`src/rtl/cmq_pkg.sv`:
```
package cmq_pkg;

  localparam int OFFS_W = 12;

  localparam logic [OFFS_W-1:0] OFF_PRIM = 12'h244;
  localparam logic [OFFS_W-1:0] OFF_MODE = 12'h248;
  localparam logic [OFFS_W-1:0] OFF_ADDR = 12'h24C;
  localparam logic [OFFS_W-1:0] OFF_SIZE = 12'h250;
  localparam logic [OFFS_W-1:0] OFF_SCE  = 12'h25C;
  localparam logic [OFFS_W-1:0] OFF_QST  = 12'h260;

  localparam logic [31:0] PRIM_DRAIN   = 32'h8;
  localparam logic [31:0] PRIM_PFFLUSH = 32'h9;

  localparam logic [1:0] SCOPE_ALL = 2'd1;

  function automatic logic [3:0] mode_op(input logic [31:0] m);
    return m[3:0];
  endfunction

  function automatic logic mode_notify(input logic [31:0] m);
    return m[15];
  endfunction

  function automatic logic [1:0] mode_scope(input logic [31:0] m);
    return m[18:17];
  endfunction

  // whole-cache scope needs nothing beyond the mode; range needs addr and size
  function automatic logic entry_complete(input logic [31:0] m,
                                          input logic got_addr,
                                          input logic got_size);
    return (mode_scope(m) == SCOPE_ALL) || (got_addr && got_size);
  endfunction

endpackage

```
`src/rtl/cmq_fifo.sv`:
```
module cmq_fifo #(
  parameter int WIDTH = 8,
  parameter int DEPTH = 4
) (
  input  logic             clk,
  input  logic             rst_n,
  input  logic             push,
  input  logic [WIDTH-1:0] din,
  input  logic             pop,
  output logic [WIDTH-1:0] dout,
  output logic             empty,
  output logic             full
);
  localparam int PW = (DEPTH > 1) ? $clog2(DEPTH) : 1;
  localparam int CW = $clog2(DEPTH + 1);

  logic [WIDTH-1:0] mem [DEPTH];
  logic [PW-1:0]    wr_ptr, rd_ptr;
  logic [CW-1:0]    count;

  function automatic logic [PW-1:0] ptr_next(input logic [PW-1:0] p);
    return (p == PW'(DEPTH - 1)) ? '0 : p + PW'(1);
  endfunction

  assign empty = (count == '0);
  assign full  = (count == CW'(DEPTH));
  assign dout  = mem[rd_ptr];

  always_ff @(posedge clk) begin
    if (push) mem[wr_ptr] <= din;
  end

  always_ff @(posedge clk) begin
    if (!rst_n) begin
      wr_ptr <= '0;
      rd_ptr <= '0;
      count  <= '0;
    end else begin
      if (push) wr_ptr <= ptr_next(wr_ptr);
      if (pop)  rd_ptr <= ptr_next(rd_ptr);
      if (push && !pop)      count <= count + CW'(1);
      else if (pop && !push) count <= count - CW'(1);
    end
  end

  assert_no_overflow_R5: assert property (@(posedge clk) disable iff (!rst_n)
    push |-> !full);
  assert_no_underflow_R7: assert property (@(posedge clk) disable iff (!rst_n)
    pop |-> !empty);

endmodule

```
`src/rtl/cmq_lock.sv`:
```
module cmq_lock
  import cmq_pkg::*;
#(
  parameter int NCPU  = 4,
  parameter int CPU_W = 2,
  parameter int AW    = 32
) (
  input  logic             clk,
  input  logic             rst_n,
  input  logic             wr_mode,
  input  logic             wr_addr,
  input  logic             wr_size,
  input  logic             rd_sce,
  input  logic [CPU_W-1:0] acc_cpu,
  input  logic [31:0]      wdata,
  input  logic             q_full,
  output logic             owner_valid,
  output logic [CPU_W-1:0] owner_cpu,
  output logic [31:0]      mode_q,
  output logic [AW-1:0]    addr_q,
  output logic [AW-1:0]    size_q,
  output logic             enq_fire,
  output logic             release_own,
  output logic [1:0]       sce_rdata
);
  logic            got_addr, got_size;
  logic [NCPU-1:0] other_fail;
  logic            is_owner, complete;

  assign is_owner    = owner_valid && (owner_cpu == acc_cpu);
  assign complete    = entry_complete(mode_q, got_addr, got_size);
  assign release_own = rd_sce && is_owner;
  assign enq_fire    = release_own && complete && !q_full;
  assign sce_rdata   = {release_own && complete && q_full,
                        other_fail[acc_cpu] | (release_own && !complete)};

  always_ff @(posedge clk) begin
    if (!rst_n) begin
      owner_valid <= 1'b0;
      owner_cpu   <= '0;
      mode_q      <= '0;
      addr_q      <= '0;
      size_q      <= '0;
      got_addr    <= 1'b0;
      got_size    <= 1'b0;
      other_fail  <= '0;
    end else begin
      if (wr_mode) begin
        if (!owner_valid || is_owner) begin
          owner_valid <= 1'b1;
          owner_cpu   <= acc_cpu;
          mode_q      <= wdata;
          got_addr    <= 1'b0;
          got_size    <= 1'b0;
        end else begin
          other_fail[acc_cpu] <= 1'b1;
        end
      end
      if (wr_addr) begin
        if (is_owner) begin
          addr_q   <= wdata[AW-1:0];
          got_addr <= 1'b1;
        end else begin
          other_fail[acc_cpu] <= 1'b1;
        end
      end
      if (wr_size) begin
        if (is_owner) begin
          size_q   <= wdata[AW-1:0];
          got_size <= 1'b1;
        end else begin
          other_fail[acc_cpu] <= 1'b1;
        end
      end
      if (rd_sce) begin
        other_fail[acc_cpu] <= 1'b0;
        if (is_owner) owner_valid <= 1'b0;
      end
    end
  end

  assert_lock_hold_R2: assert property (@(posedge clk) disable iff (!rst_n)
    (owner_valid && !release_own) |=> (owner_valid && owner_cpu == $past(owner_cpu)));
  assert_enq_release_R3: assert property (@(posedge clk) disable iff (!rst_n)
    enq_fire |=> !owner_valid);

endmodule

```
`src/rtl/cmq_tracker.sv`:
```
module cmq_tracker #(
  parameter int NCPU   = 4,
  parameter int CPU_W  = 2,
  parameter int QDEPTH = 4
) (
  input  logic             clk,
  input  logic             rst_n,
  input  logic             issue,
  input  logic [CPU_W-1:0] issue_cpu,
  input  logic             issue_notify,
  input  logic             enq,
  input  logic [CPU_W-1:0] enq_cpu,
  input  logic             op_done,
  input  logic [NCPU-1:0]  ef_clr,
  output logic             busy,
  output logic [CPU_W-1:0] run_cpu,
  output logic             done_fire,
  output logic [NCPU-1:0]  ef_q,
  output logic [NCPU-1:0]  pend_nz
);
  localparam int PCW = $clog2(QDEPTH + 2);

  logic run_notify;

  assign done_fire = op_done && busy;

  always_ff @(posedge clk) begin
    if (!rst_n) begin
      busy       <= 1'b0;
      run_cpu    <= '0;
      run_notify <= 1'b0;
    end else if (issue) begin
      busy       <= 1'b1;
      run_cpu    <= issue_cpu;
      run_notify <= issue_notify;
    end else if (done_fire) begin
      busy <= 1'b0;
    end
  end

  for (genvar c = 0; c < NCPU; c++) begin : g_cpu
    logic [PCW-1:0] pend;
    logic inc, dec, set_ef;

    assign inc    = enq && (enq_cpu == CPU_W'(c));
    assign dec    = done_fire && (run_cpu == CPU_W'(c));
    assign set_ef = dec && run_notify;
    assign pend_nz[c] = (pend != '0);

    always_ff @(posedge clk) begin
      if (!rst_n) begin
        pend    <= '0;
        ef_q[c] <= 1'b0;
      end else begin
        if (inc && !dec)      pend <= pend + PCW'(1);
        else if (dec && !inc) pend <= pend - PCW'(1);
        if (set_ef)         ef_q[c] <= 1'b1;
        else if (ef_clr[c]) ef_q[c] <= 1'b0;
      end
    end

    assert_ef_set_R8: assert property (@(posedge clk) disable iff (!rst_n)
      set_ef |=> ef_q[c]);
  end

  assert_single_issue_R7: assert property (@(posedge clk) disable iff (!rst_n)
    issue |-> !busy);

endmodule

```
`src/rtl/cmq_frontend.sv`:
```
module cmq_frontend
  import cmq_pkg::*;
#(
  parameter int NCPU   = 4,
  parameter int AW     = 32,
  parameter int QDEPTH = 4,
  localparam int CPU_W = $clog2(NCPU)
) (
  input  logic             clk,
  input  logic             rst_n,
  input  logic             req_valid,
  input  logic             req_write,
  input  logic [CPU_W-1:0] req_cpu,
  input  logic [11:0]      req_addr,
  input  logic [31:0]      req_wdata,
  output logic             req_ready,
  output logic [31:0]      rsp_rdata,
  output logic             cmd_valid,
  input  logic             cmd_ready,
  output logic [1:0]       cmd_scope,
  output logic [3:0]       cmd_op,
  output logic [AW-1:0]    cmd_addr,
  output logic [AW-1:0]    cmd_size,
  output logic [CPU_W-1:0] cmd_cpu,
  output logic             cmd_notify,
  input  logic             op_done,
  output logic             drain_req,
  output logic             pf_flush_req
);
  localparam int ENT_W = 2 + 4 + 1 + CPU_W + 2 * AW;

  logic acc, acc_wr, acc_rd, prim_rd_req, q_idle;
  logic owner_valid, enq_fire, release_own;
  logic [CPU_W-1:0] owner_cpu;
  logic [31:0] mode_q;
  logic [AW-1:0] addr_q, size_q;
  logic [1:0] sce_rdata;
  logic fifo_empty, fifo_full, pop;
  logic [ENT_W-1:0] ent_in, ent_out;
  logic busy, done_fire;
  logic [CPU_W-1:0] run_cpu;
  logic [NCPU-1:0] ef_q, pend_nz, ef_clr;
  logic [3:0] prim_q;
  logic is_all;

  assign prim_rd_req = req_valid && !req_write && (req_addr == OFF_PRIM);
  assign q_idle      = fifo_empty && !busy;
  assign req_ready   = !(prim_rd_req && !q_idle);
  assign acc         = req_valid && req_ready;
  assign acc_wr      = acc && req_write;
  assign acc_rd      = acc && !req_write;

  cmq_lock #(.NCPU(NCPU), .CPU_W(CPU_W), .AW(AW)) u_lock (
    .clk        (clk),
    .rst_n      (rst_n),
    .wr_mode    (acc_wr && req_addr == OFF_MODE),
    .wr_addr    (acc_wr && req_addr == OFF_ADDR),
    .wr_size    (acc_wr && req_addr == OFF_SIZE),
    .rd_sce     (acc_rd && req_addr == OFF_SCE),
    .acc_cpu    (req_cpu),
    .wdata      (req_wdata),
    .q_full     (fifo_full),
    .owner_valid(owner_valid),
    .owner_cpu  (owner_cpu),
    .mode_q     (mode_q),
    .addr_q     (addr_q),
    .size_q     (size_q),
    .enq_fire   (enq_fire),
    .release_own(release_own),
    .sce_rdata  (sce_rdata)
  );

  assign is_all = (mode_scope(mode_q) == SCOPE_ALL);
  assign ent_in = {mode_scope(mode_q), mode_op(mode_q), mode_notify(mode_q), owner_cpu,
                   is_all ? {AW{1'b0}} : addr_q,
                   is_all ? {AW{1'b0}} : size_q};

  cmq_fifo #(.WIDTH(ENT_W), .DEPTH(QDEPTH)) u_fifo (
    .clk  (clk),
    .rst_n(rst_n),
    .push (enq_fire),
    .din  (ent_in),
    .pop  (pop),
    .dout (ent_out),
    .empty(fifo_empty),
    .full (fifo_full)
  );

  assign cmd_valid = !fifo_empty && !busy;
  assign pop       = cmd_valid && cmd_ready;
  assign {cmd_scope, cmd_op, cmd_notify, cmd_cpu, cmd_addr, cmd_size} = ent_out;

  for (genvar c = 0; c < NCPU; c++) begin : g_clr
    assign ef_clr[c] = acc_wr && (req_addr == OFF_QST) && (req_cpu == CPU_W'(c)) && req_wdata[2];
  end

  cmq_tracker #(.NCPU(NCPU), .CPU_W(CPU_W), .QDEPTH(QDEPTH)) u_track (
    .clk         (clk),
    .rst_n       (rst_n),
    .issue       (pop),
    .issue_cpu   (cmd_cpu),
    .issue_notify(cmd_notify),
    .enq         (enq_fire),
    .enq_cpu     (owner_cpu),
    .op_done     (op_done),
    .ef_clr      (ef_clr),
    .busy        (busy),
    .run_cpu     (run_cpu),
    .done_fire   (done_fire),
    .ef_q        (ef_q),
    .pend_nz     (pend_nz)
  );

  always_ff @(posedge clk) begin
    if (!rst_n) begin
      prim_q       <= '0;
      drain_req    <= 1'b0;
      pf_flush_req <= 1'b0;
    end else begin
      drain_req    <= acc_wr && (req_addr == OFF_PRIM) && (req_wdata == PRIM_DRAIN);
      pf_flush_req <= acc_wr && (req_addr == OFF_PRIM) && (req_wdata == PRIM_PFFLUSH);
      if (acc_wr && req_addr == OFF_PRIM) prim_q <= req_wdata[3:0];
    end
  end

  always_comb begin
    rsp_rdata = '0;
    unique case (req_addr)
      OFF_MODE: rsp_rdata = mode_q;
      OFF_ADDR: rsp_rdata = 32'(addr_q);
      OFF_SIZE: rsp_rdata = 32'(size_q);
      OFF_SCE:  rsp_rdata = {30'd0, sce_rdata};
      OFF_QST:  rsp_rdata = {29'd0, ef_q[req_cpu], busy && (run_cpu == req_cpu), pend_nz[req_cpu]};
      OFF_PRIM: rsp_rdata = {28'd0, prim_q};
      default:  rsp_rdata = '0;
    endcase
  end

  assert_stall_R11: assert property (@(posedge clk) disable iff (!rst_n)
    (prim_rd_req && cmd_valid) |-> !req_ready);
  assert_prim_excl_R10: assert property (@(posedge clk) disable iff (!rst_n)
    $onehot0({drain_req, pf_flush_req}));

endmodule

```
`config.mk`:
```
export PLATFORM = sky130hd
export DESIGN_NAME = cmq_frontend
export DESIGN_NICKNAME = d
export VERILOG_FILES = /design/src/rtl/cmq_pkg.sv /design/src/rtl/cmq_fifo.sv /design/src/rtl/cmq_lock.sv /design/src/rtl/cmq_tracker.sv /design/src/rtl/cmq_frontend.sv
export SDC_FILE = /design/constraint.sdc
export NUM_CORES = 1
export LEC_CHECK = 0
export BUFFER_PORTS_ARGS = -buffer_cell sky130_fd_sc_hd__buf_2
export CAP_MARGIN = 40
export CORE_MARGIN = 2
export CORE_UTILIZATION = 45
export CTS_BUF_LIST = sky130_fd_sc_hd__clkbuf_16
export DETAILED_ROUTE_END_ITERATION = 10
export GPL_TIMING_DRIVEN = 0
export PLACE_DENSITY = 0.66
export RECOVER_POWER = 50
export SLEW_MARGIN = 20
export SYNTH_ARGS = -nofsm -noshare
export SYNTH_HDL_FRONTEND = slang
export SYNTH_SLANG_ARGS = --single-unit
```
`constraint.sdc`:
```
create_clock -name clk -period 3.8 [get_ports clk]
set_clock_uncertainty 0.05 [all_clocks]
set_input_delay 0.19 -clock clk [delete_from_list [all_inputs] [get_ports clk]]
set_output_delay 0.19 -clock clk [all_outputs]
set_load 0.005 [all_outputs]
```
==> flow_summary.ini, run 1 <==
[status]
status = finished, final reports clean

[yosys]
ys_types = 65
synthAdderAreaFrac_pct = 1.29
synth_top_family_by_area = multiplexers
synth_flop_cell = edfxtp_1
synth_edf_count = 292
synthSimpleGateAreaFrac_pct = 10.7
synth-xor-area-share_pct = 0.786
seq_area_frac_synth_pct = 66.1
ys_warn_count = 0
syn_avg_cell_area_sq_um = 14.4
synth_area_sq_um = 17500
synth_compound_area_share_pct = 5.66
ys_async_sr_fraction_pct = 0
synth_seq_cells = 432
netlist_instances = 1215
muxShareOfSynthArea_pct = 12.6
syn-num-nets = 1282

[pwr]
powerDensity_nw_per_um2 = 449
power.total_mw = 9.33
p_leak_nw = 8.10
peakVddDrop_v = 0.000361

[detailed_routing]
dr_total_vias = 11306
vias_per_cell = 5.61
route.met3.wl_mm = 3.35
drc = 0
antenna_left = 0
wl_mm = 45.7
wl_per_cell_um = 22.7
dr_wl_met2_mm = 21.7
met1Wirelength_mm = 19.1
top_layer = met4
drt-initial-drc-count = 1085
dr.pass1.iters = 9

[floorplan]
rows = 72
io_pins = 161
die_w_um = 201
die_area_sq_um = 40500
fp.coreArea_sq_um = 38600
initial_core_util_pct = 45.4
die_y_um = 201

[finish]
drive_gt1_share_pct = 22.1
final_common_cell = edfxtp_1
multiInputGateArea_sq_um = 5400
regArea_sq_um = 11600
fillers = 3277
most-common-layout-cells = 292 x edfxtp_1, 170 x buf_2, 140 x dfxtp_1, 112 x nand2_1, 75 x mux4_2
fin_nets = 1525
postLayoutCoreUtil_pct = 53.9
area_growth_pct = 18.6

[timing]
slew-limit-headroom_pct = 16.8
timing.fmax_ghz = 0.299
finalCriticalPeriod_ns = 3.34
timing.hold.ws_ns = 0.0589
setup_tns_ns = 0
grt_setup_unrepaired = no
setup_viol = 0
hold_viol = 0
final_max_slew_viol_count = 0
finalCritPeriodShare_pct = 88.0
worstMarginPinSlew_ns = 1.24

[critical_path]
rr_worst_depth = 6
startpoint = req_addr[1]
cp_slowest_cell = nor3_1
path_max_fanout = 10
max_stage_delay_ns = 1.01
r2r-end = u_lock.addr_q[13]
start_kind = input port
critPathKind = input port to primary output
end_kind = primary output
crit_chain = clkbuf_1 > nor3_1 > nand3_2 > nor2_1 > clkbuf_1 > buf_2 > a222oi_1 > inv_1 > buf_2
required_ns = 3.56
r2r_setup_slack_ns = 0.49
cp.arrival_ns = 3.10
reg2reg_from = u_lock.owner_cpu[1]

[clock_network]
htree_levels = 2
clk_path_buf_depth = 3
cts_buffers = 45
postCtsHoldBufs = 33
cts_tree = done
post_cts_resized = 0
clkTransAtPathRegs_ns = 0.05
postCtsSetupRepairBufs = 0
cts-root-buf = clkbuf_16
insertion_delay_ns = 0.55
cts.sinks = 432

[global_route]
antenna_found_initial = 1
grt_pass1_wl_mm = 67.8
grt_pass1_vias = 11033
grt-ovfl-total = 0
grt_max_degree = 43
track_usage_pct = 22.3

[placement]
gp_congestion = 0.919
dp.final_hpwl_mm = 31.8
port_buffers = 157

[hold_path]
min_to = u_lock.other_fail[1]
hp-start = req_cpu[1]
hold_path.class = input port to flip-flop
min_path_cells = 4

[job]
drv_cap = 0
[how the worst max path moves through the flow]
stage	to	slack, ns	cells past startpoint
floorplan	u_fifo.mem[1][0]	0.18	5
global placement	u_fifo.mem[1][0]	-1.63	6
detailed placement	u_track.g_cpu[1].pend[2]	0.40	13
CTS	u_track.g_cpu[1].pend[2]	0.52	12
global route	rsp_rdata[22]	0.23	9
finish	rsp_rdata[27]	0.46	9
[metrics by stage]
step                      setup WS (ns)  cells  instance area (sq um)
after global placement            -1.63   1890                  18900
after detailed placement          0.404   1896                  19100
after global routing              0.230   2013                  20800
after floorplan                   0.183   1215                  17500
final                             0.456   2014                  20800
after CTS                         0.520   2012                  20800
[sequential cells by signal, indices dropped and copies added (netlist names), 4 cells and up, named ones only]
| register | cells |
|---|---|
| u_lock.addr_q | 32 |
| u_fifo.mem | 292 |
| u_lock.size_q | 32 |
| u_track.ef_q | 4 |
| u_lock.mode_q | 32 |
| u_lock.other_fail | 4 |
| prim_q | 4 |
| u_track.g_cpu.pend | 12 |
[Yosys cell counts, types with 3 or more instances]
| cell type | number | area (sq um) |
|---|---|---|
| clkbuf_1 | 51 | 191 |
| fa_1 | 5 | 100 |
| xor2_1 | 10 | 87.6 |
| or3_1 | 7 | 43.8 |
| buf_2 | 21 | 105 |
| edfxtp_1 | 292 | 8770 |
| inv_1 | 40 | 150 |
| o21ai_0 | 42 | 210 |
| ha_1 | 10 | 125 |
| a22oi_1 | 3 | 22.5 |
| a41oi_1 | 3 | 26.3 |
| and2_1 | 72 | 450 |
| nand4_1 | 4 | 25.0 |
| a21oi_1 | 48 | 240 |
| mux4_2 | 75 | 1690 |
| nor3_1 | 11 | 55.1 |
| buf_6 | 5 | 56.3 |
| nor2_1 | 57 | 214 |
| mux2i_1 | 50 | 500 |
| nand2b_1 | 5 | 31.3 |
| and3_1 | 3 | 18.8 |
| nand2_1 | 112 | 420 |
| a222oi_1 | 28 | 280 |
| nor2b_1 | 12 | 75.1 |
| nor3b_1 | 3 | 22.5 |
| nand3_1 | 45 | 225 |
| dfxtp_1 | 140 | 2800 |
| nor4_1 | 15 | 93.8 |
[layer usage]
metal / up-vias / track usage, %
li1: 5066 / -
met4: 0 / 7.80
met2: 509 / 35.6
met3: 84 / 3.24
met5: - / 0
met1: 5647 / 31.4
[layout make-up]
class	instances	area share [%]
buffer	79	1.62
tap	518	3.12
multi-input combinational	663	26.0
antenna	2	0.0241
timing repair buffer	196	5.99
sequential	432	55.7
inverter	41	0.741
clock buffer	46	5.54
clock inverter	37	1.29
[worst max-delay path, delay by kind of cell]
kind / cells / cell delay, ns
AO/OA/AOI/OAI: 1 / 0.17
AND/OR/NAND/NOR: 3 / 1.46
buffers and inverters: 5 / 1.27
[cells by family (layout without fill, tap and decap cells)]
logic type      count (synthesis)  count (layout)
flops                         432             432
simple gates                  361             361
compound gates                147             147
mux                           126             126
buf+inv                       120             399
fa+ha+maj                      15              15
xor+xnor                       14              14
other cells                     0               2
[report_power, final]
part,internal [mW],switching (mW)
combinational,0.0615,0.117
clock,2.46,1.74
sequential,4.96,0.0000245
total,7.48,1.85
(Power assumes the default switching activity.)
==> run 2, diff against run 1 <==
GPL_ROUTABILITY_DRIVEN = 1   (was not set)
REMOVE_ABC_BUFFERS = 1   (was not set)
==> run 2 against run 1 <==
Compared with the run above:
- critical endpoint is now rsp_rdata[31]
- largest power group unchanged
- the flow now finishes with violations (max-capacitance violations, max-slew violations)
- cell area decreased by 0.10%
- global-route usage decreased by 1.6 points
- final cell count is 2.2% lower
==> flow_summary.ini, run 2 (synthesis gave the netlist of run 1 again) <==
[pwr]
p_seq_share_pct = 54.3
p_leak_nw = 8.02
powerDensity_nw_per_um2 = 439
combPwrFrac_pct = 1.8
pwr-share-clk_pct = 43.8
power.total_mw = 9.12
power.switching_mw = 1.88
peakVddDrop_v = 0.000297
sw_frac_of_total_pct = 20.6
intPower_mw = 7.23

[floorplan]
io_pins = 161
rows = 72
fp.coreArea_sq_um = 38600
die_w_um = 201
initial_core_util_pct = 45.4
die_area_sq_um = 40500
die_y_um = 201

[detailed_routing]
drc = 0
antenna_left = 0
dr.pass1.iters = 8
drt-initial-drc-count = 877
wl_mm = 41.9
dr_total_vias = 10960
vias_per_cell = 5.56
wl_per_cell_um = 21.3

[timing]
grt_setup_unrepaired = no
setup_tns_ns = 0
worstMarginPinSlew_ns = 1.97
hold_viol = 0
timing.fmax_ghz = 0.279
finalCriticalPeriod_ns = 3.58
slew-limit-headroom_pct = -31.3
finalCritPeriodShare_pct = 94.3
final_max_slew_viol_count = 76
setup_viol = 0

[finish]
finalNonFillerCells = 1970
final_common_cell = edfxtp_1
regMostFlops = u_fifo.mem
area_growth_pct = 18.5
largest_reg_flops = 292
fin_nets = 1481
most-common-layout-cells = 292 x edfxtp_1, 146 x buf_2, 139 x dfxtp_1, 112 x nand2_1, 75 x mux4_2
postLayoutCoreUtil_pct = 53.8
drive_gt1_share_pct = 22.2
design_area_sq_um = 20800

[clock_network]
cts.sinks = 432
htree_levels = 2
cts_buffers = 44
cts_tree = done
clk_path_buf_depth = 3
postCtsSetupRepairBufs = 0
cts-root-buf = clkbuf_16
insertion_delay_ns = 0.56
clkTransAtPathRegs_ns = 0.06

[status]
violations = max-capacitance violations, max-slew violations
status = complete, but fails checks

[placement]
placed_cells = 1851
postPlaceCellArea_sq_um = 19200
dp.final_hpwl_mm = 27.3
gp_congestion = 0.844
port_buffers = 160

[critical_path]
crit_chain = buf_2 > nor3b_1 > and4_1 > clkbuf_1 > a222oi_1 > inv_1 > buf_2
critPathTopFamily = buffers and inverters
end_kind = primary output
cpMostUsedCell = buf_2
start_kind = input port
max_stage_delay_ns = 1.18
cp.arrival_ns = 3.34
path_max_fanout = 21
required_ns = 3.56
worst-path-buf-inv = 4
cp_slowest_cell = clkbuf_1
critPathKind = input port to primary output

[job]
drv_cap = 3

[global_route]
grt-ovfl-total = 0
track_usage_pct = 20.7
grt_pass1_wl_mm = 64.1
grt_pass1_vias = 11091
antenna_found_initial = 2
grt_max_degree = 62

[hold_path]
hold_path.class = input port to flip-flop
[run 2: changes by cell type in the layout (fill, tap and decap cells not counted), sizes merged]
| cell | previous run | this run |
|---|---|---|
| clkbuf | 108 | 73 |
| dlygate4sd3 | 33 | 35 |
| buf | 180 | 169 |
| clkinv | 14 | 15 |
| inv | 58 | 60 |
| bufinv | 4 | 1 |
[run 2: what timing repair did]
action / 4_1_cts / 5_1_grt
hold buffers: 35 / 0
endpoints found under the setup margin: 0 / 0
gates resized for setup: 0 / 0
endpoints found under the hold margin: 104 / 0
[run 2: per-stage QoR]
stage / worst slack, ns / hold WS, ns
floorplan: -1.79 / 0.218
global placement: -6.26 / 0.389
detailed placement: 0.223 / 0.395
CTS: 0.404 / 0.00903
global route: 0.145 / 0.0514
finish: 0.217 / 0.0372
[run 2: worst paths after layout]
check	to	cells after the start	slack, ns	startpoint
worst min-delay path	u_lock.size_q[14]	3	0.04	rst_n
worst max-delay path	rsp_rdata[31]	7	0.22	req_addr[2]
worst max register to register	u_track.g_cpu[0].pend[2]	10	0.34	u_lock.owner_cpu[1]
worst min register to register	u_lock.mode_q[5]	2	0.40	u_lock.mode_q[5]
[run 2: routing by layer]
layer  part of all wire, %  GRT usage, %  up-vias
met5                     0             0        -
met4                   2.5          6.62        0
met3                   5.5          3.27       66
met2                    48          34.2      357
met1                    44          28.3     5554
li1                      -             -     4983
[run 2: final cells by class]
| cell class | instances | area (sq um) |
|---|---|---|
| antenna | 2 | 5.00 |
| clock inverter | 37 | 198 |
| clock buffer | 45 | 1130 |
| tap | 518 | 648 |
| inverter | 41 | 156 |
| sequential | 432 | 11600 |
| fill | 3293 | 17800 |
| timing repair buffer | 232 | 1620 |
| multi-input combinational | 663 | 5430 |
[run 2: power groups by stage]
stage,Combinational [mW],Clock (mW),Sequential (mW)
after global placement,0.128,0,5.06
after CTS,0.166,4.08,4.95
after global routing,0.176,4.24,4.95
after floorplan,0.0378,0,5.06
after detailed placement,0.137,0,5.05
final,0.167,4.00,4.95
[run 2: tightest hold or removal path: stages]
cell,delay (ns)
buf_4,0.24
nand2_1,0.11
o21ai_0,0.06
==> run 3, diff against run 2 <==
ABC_AREA = 1   (was not set)
==> run 3 against run 2 <==
Compared with the run above:
- the flow still finishes with violations (max-capacitance violations, max-slew violations)
- die area is 0.54% lower
- register-to-register slack improved by 0.16 ns
- largest cell class unchanged
- highest routed layer unchanged
- worst hold slack improved by 0.041 ns
- utilization is 0.98 points higher
- synthesized area decreased by 0.54%
- critical path depth grew 1
- critical endpoint is now drain_req
- power rose by 26%
- sequential power grew 4%
- clock power up 8.5%
- setup slack better by 0.25 ns
==> flow_summary.ini, run 3 <==
[status]
status = complete, but fails checks
violations = max-capacitance violations, max-slew violations

[yosys]
yosys.area.top_type = edfxtp_1
synth_edf_count = 292
synth-xor-area-share_pct = 0.101
synth_top_family_by_area = compound AO/OA/AOI/OAI gates
netlist_instances = 1672
synthTopCellsByCount = 328 x nor2_1, 292 x edfxtp_1, 231 x o21ai_0
synth_flop_cell = edfxtp_1
synthSimpleGateAreaFrac_pct = 11.3
synth_area_sq_um = 17400
synth_compound_area_share_pct = 15.4
synthAdderAreaFrac_pct = 1.29
muxShareOfSynthArea_pct = 0
seq_area_frac_synth_pct = 66.4
synth_seq_cells = 432
yosysMostFrequentCell = nor2_1
ys_async_sr_fraction_pct = 0
ys_warn_count = 0
yosys-top-cells-area = edfxtp_1 50%, dfxtp_1 16%, nor2_1 7.1%
ys_types = 34
synth_top_area_share_pct = 50.3
syn_avg_cell_area_sq_um = 10.4

[floorplan]
initial_core_util_pct = 45.3
die_y_um = 201
die_area_sq_um = 40300
rows = 72
io_pins = 161
fp.coreArea_sq_um = 38500
die_w_um = 201

[critical_path]
end_kind = flip-flop
cp.arrival_ns = 3.74
critPathKind = input port to flip-flop
required_ns = 4.20
max_stage_delay_ns = 1.07
critPathTopFamily = buffers and inverters
start_kind = input port
cp_slowest_cell = clkbuf_2
r2r_setup_slack_ns = 0.50
worst-path-buf-inv = 3
path_max_fanout = 69
crit_chain = clkbuf_2 > clkbuf_2 > inv_1 > nor2_1 > nand2_1 > nor2_1 > nand4_1 > nor4_1

[placement]
dp_slack_ns = 0.568
gp_congestion = 0.789
dp.final_hpwl_mm = 28.5
port_buffers = 160

[detailed_routing]
dr_total_vias = 12957
dr.pass1.iters = 5
dr_wl_met2_mm = 21.3
drt-initial-drc-count = 989
met1Wirelength_mm = 19.1
antenna_left = 0
wl_per_cell_um = 18.6
vias_per_cell = 5.38
wl_mm = 44.7
top_layer = met4
route.met3.wl_mm = 3.22
drc = 0

[timing]
grt_setup_unrepaired = no
slew-limit-headroom_pct = -7.38
setup_viol = 0
timing.fmax_ghz = 0.300
setup_slack_ns = 0.464
finalCritPeriodShare_pct = 87.8
timing.hold.ws_ns = 0.0783
worstMarginPinSlew_ns = 1.61
hold_viol = 0
finalCriticalPeriod_ns = 3.34
final_max_slew_viol_count = 35

[finish]
drive_gt1_share_pct = 14.0
area_growth_pct = 21.0
final_common_cell = nor2_1
regMostFlops = u_fifo.mem
antennaDiodeCount = 0
most-common-layout-cells = 325 x nor2_1, 292 x edfxtp_1, 266 x o21ai_0, 152 x inv_1, 145 x buf_2
fin_nets = 1921
largest_reg_flops = 292

[clock_network]
clk_path_buf_depth = 3
postCtsSetupRepairBufs = 0
htree_levels = 2
clkTransAtPathRegs_ns = 0.06
cts_buffers = 45
cts.sinks = 432
cts-root-buf = clkbuf_16
insertion_delay_ns = 0.57
cts_tree = done

[hold_path]
hold_path.class = input port to flip-flop

[global_route]
grt_pass1_wl_mm = 70.2
track_usage_pct = 22.3
grt_pass1_vias = 12729
antenna_found_initial = 0
grt_max_degree = 79
grt-ovfl-total = 0

[pwr]
p_leak_nw = 7.47
peakVddDrop_v = 0.000378
powerDensity_nw_per_um2 = 544

[job]
drv_cap = 2
run 3: logic make-up after synthesis:
kind of cell               count (synthesis)
adders and majority gates                 15
buffers and inverters                    243
xor gates and xnor gates                   2
and+or+nand+nor                          486
DFF                                      432
AOI/OAI and AO/OA                        494
run 3: cell type report:
class	instances	area, sq um
fillers	3358	17400
flip-flops and latches	432	11600
multi-input cells	997	4910
repair buffers	231	1910
clock buffers	46	1150
well taps	518	648
inverters	147	562
clock inverters	38	320
run 3: path summary, 6_finish.rpt:
kind	startpoint	end	cells after the start
worst max-delay path	rst_n	drain_req	8
worst min-delay path	req_addr[3]	drain_req	6
worst max register to register	u_lock.mode_q[17]	u_track.g_cpu[3].pend[2]	11
worst min register to register	u_lock.other_fail[1]	u_lock.other_fail[1]	2
run 3: where the power goes:
group / switching (mW) / internal, mW
Clock: 1.79 / 2.55
Combinational: 1.23 / 0.757
Sequential: 0.138 / 5.01
Total: 3.16 / 8.32
run 3: metal layers:
layer | vias up | global-route usage [%]
li1 | 6226 | -
met1 | 6252 | 29.6
met2 | 415 | 37.3
met3 | 64 | 4.61
met4 | 0 | 6.16
met5 | - | 0
run 3: worst register-to-register path, delay by kind of cell (launching register included):
| family | cells | cell delay, ns |
|---|---|---|
| AOI/OAI and AO/OA | 5 | 1.11 |
| and+or+nand+nor | 2 | 0.86 |
| adders and majority gates | 2 | 0.59 |
| DFF | 1 | 0.41 |
| buffers and inverters | 2 | 0.15 |
run 3: metrics by stage:
step	setup TNS, ns	power, mW	util (%)	cell area [sq um]	instances
2_1_floorplan	-437.51	6.24	-	17000	1576
3_5_place_dp	0	7.23	50.2	19300	2285
5_1_grt	0	12.0	54.8	21100	2409
3_3_place_gp	-2094.48	7.19	48.0	18500	2254
4_1_cts	0	11.6	55.0	21200	2409
6_report	0	11.5	54.8	21100	2409
run 3: timing repair:
action                    4_1_cts  5_1_grt
resized for setup               0        0
hold endpoints to repair      109        0
hold buffers                   40        0
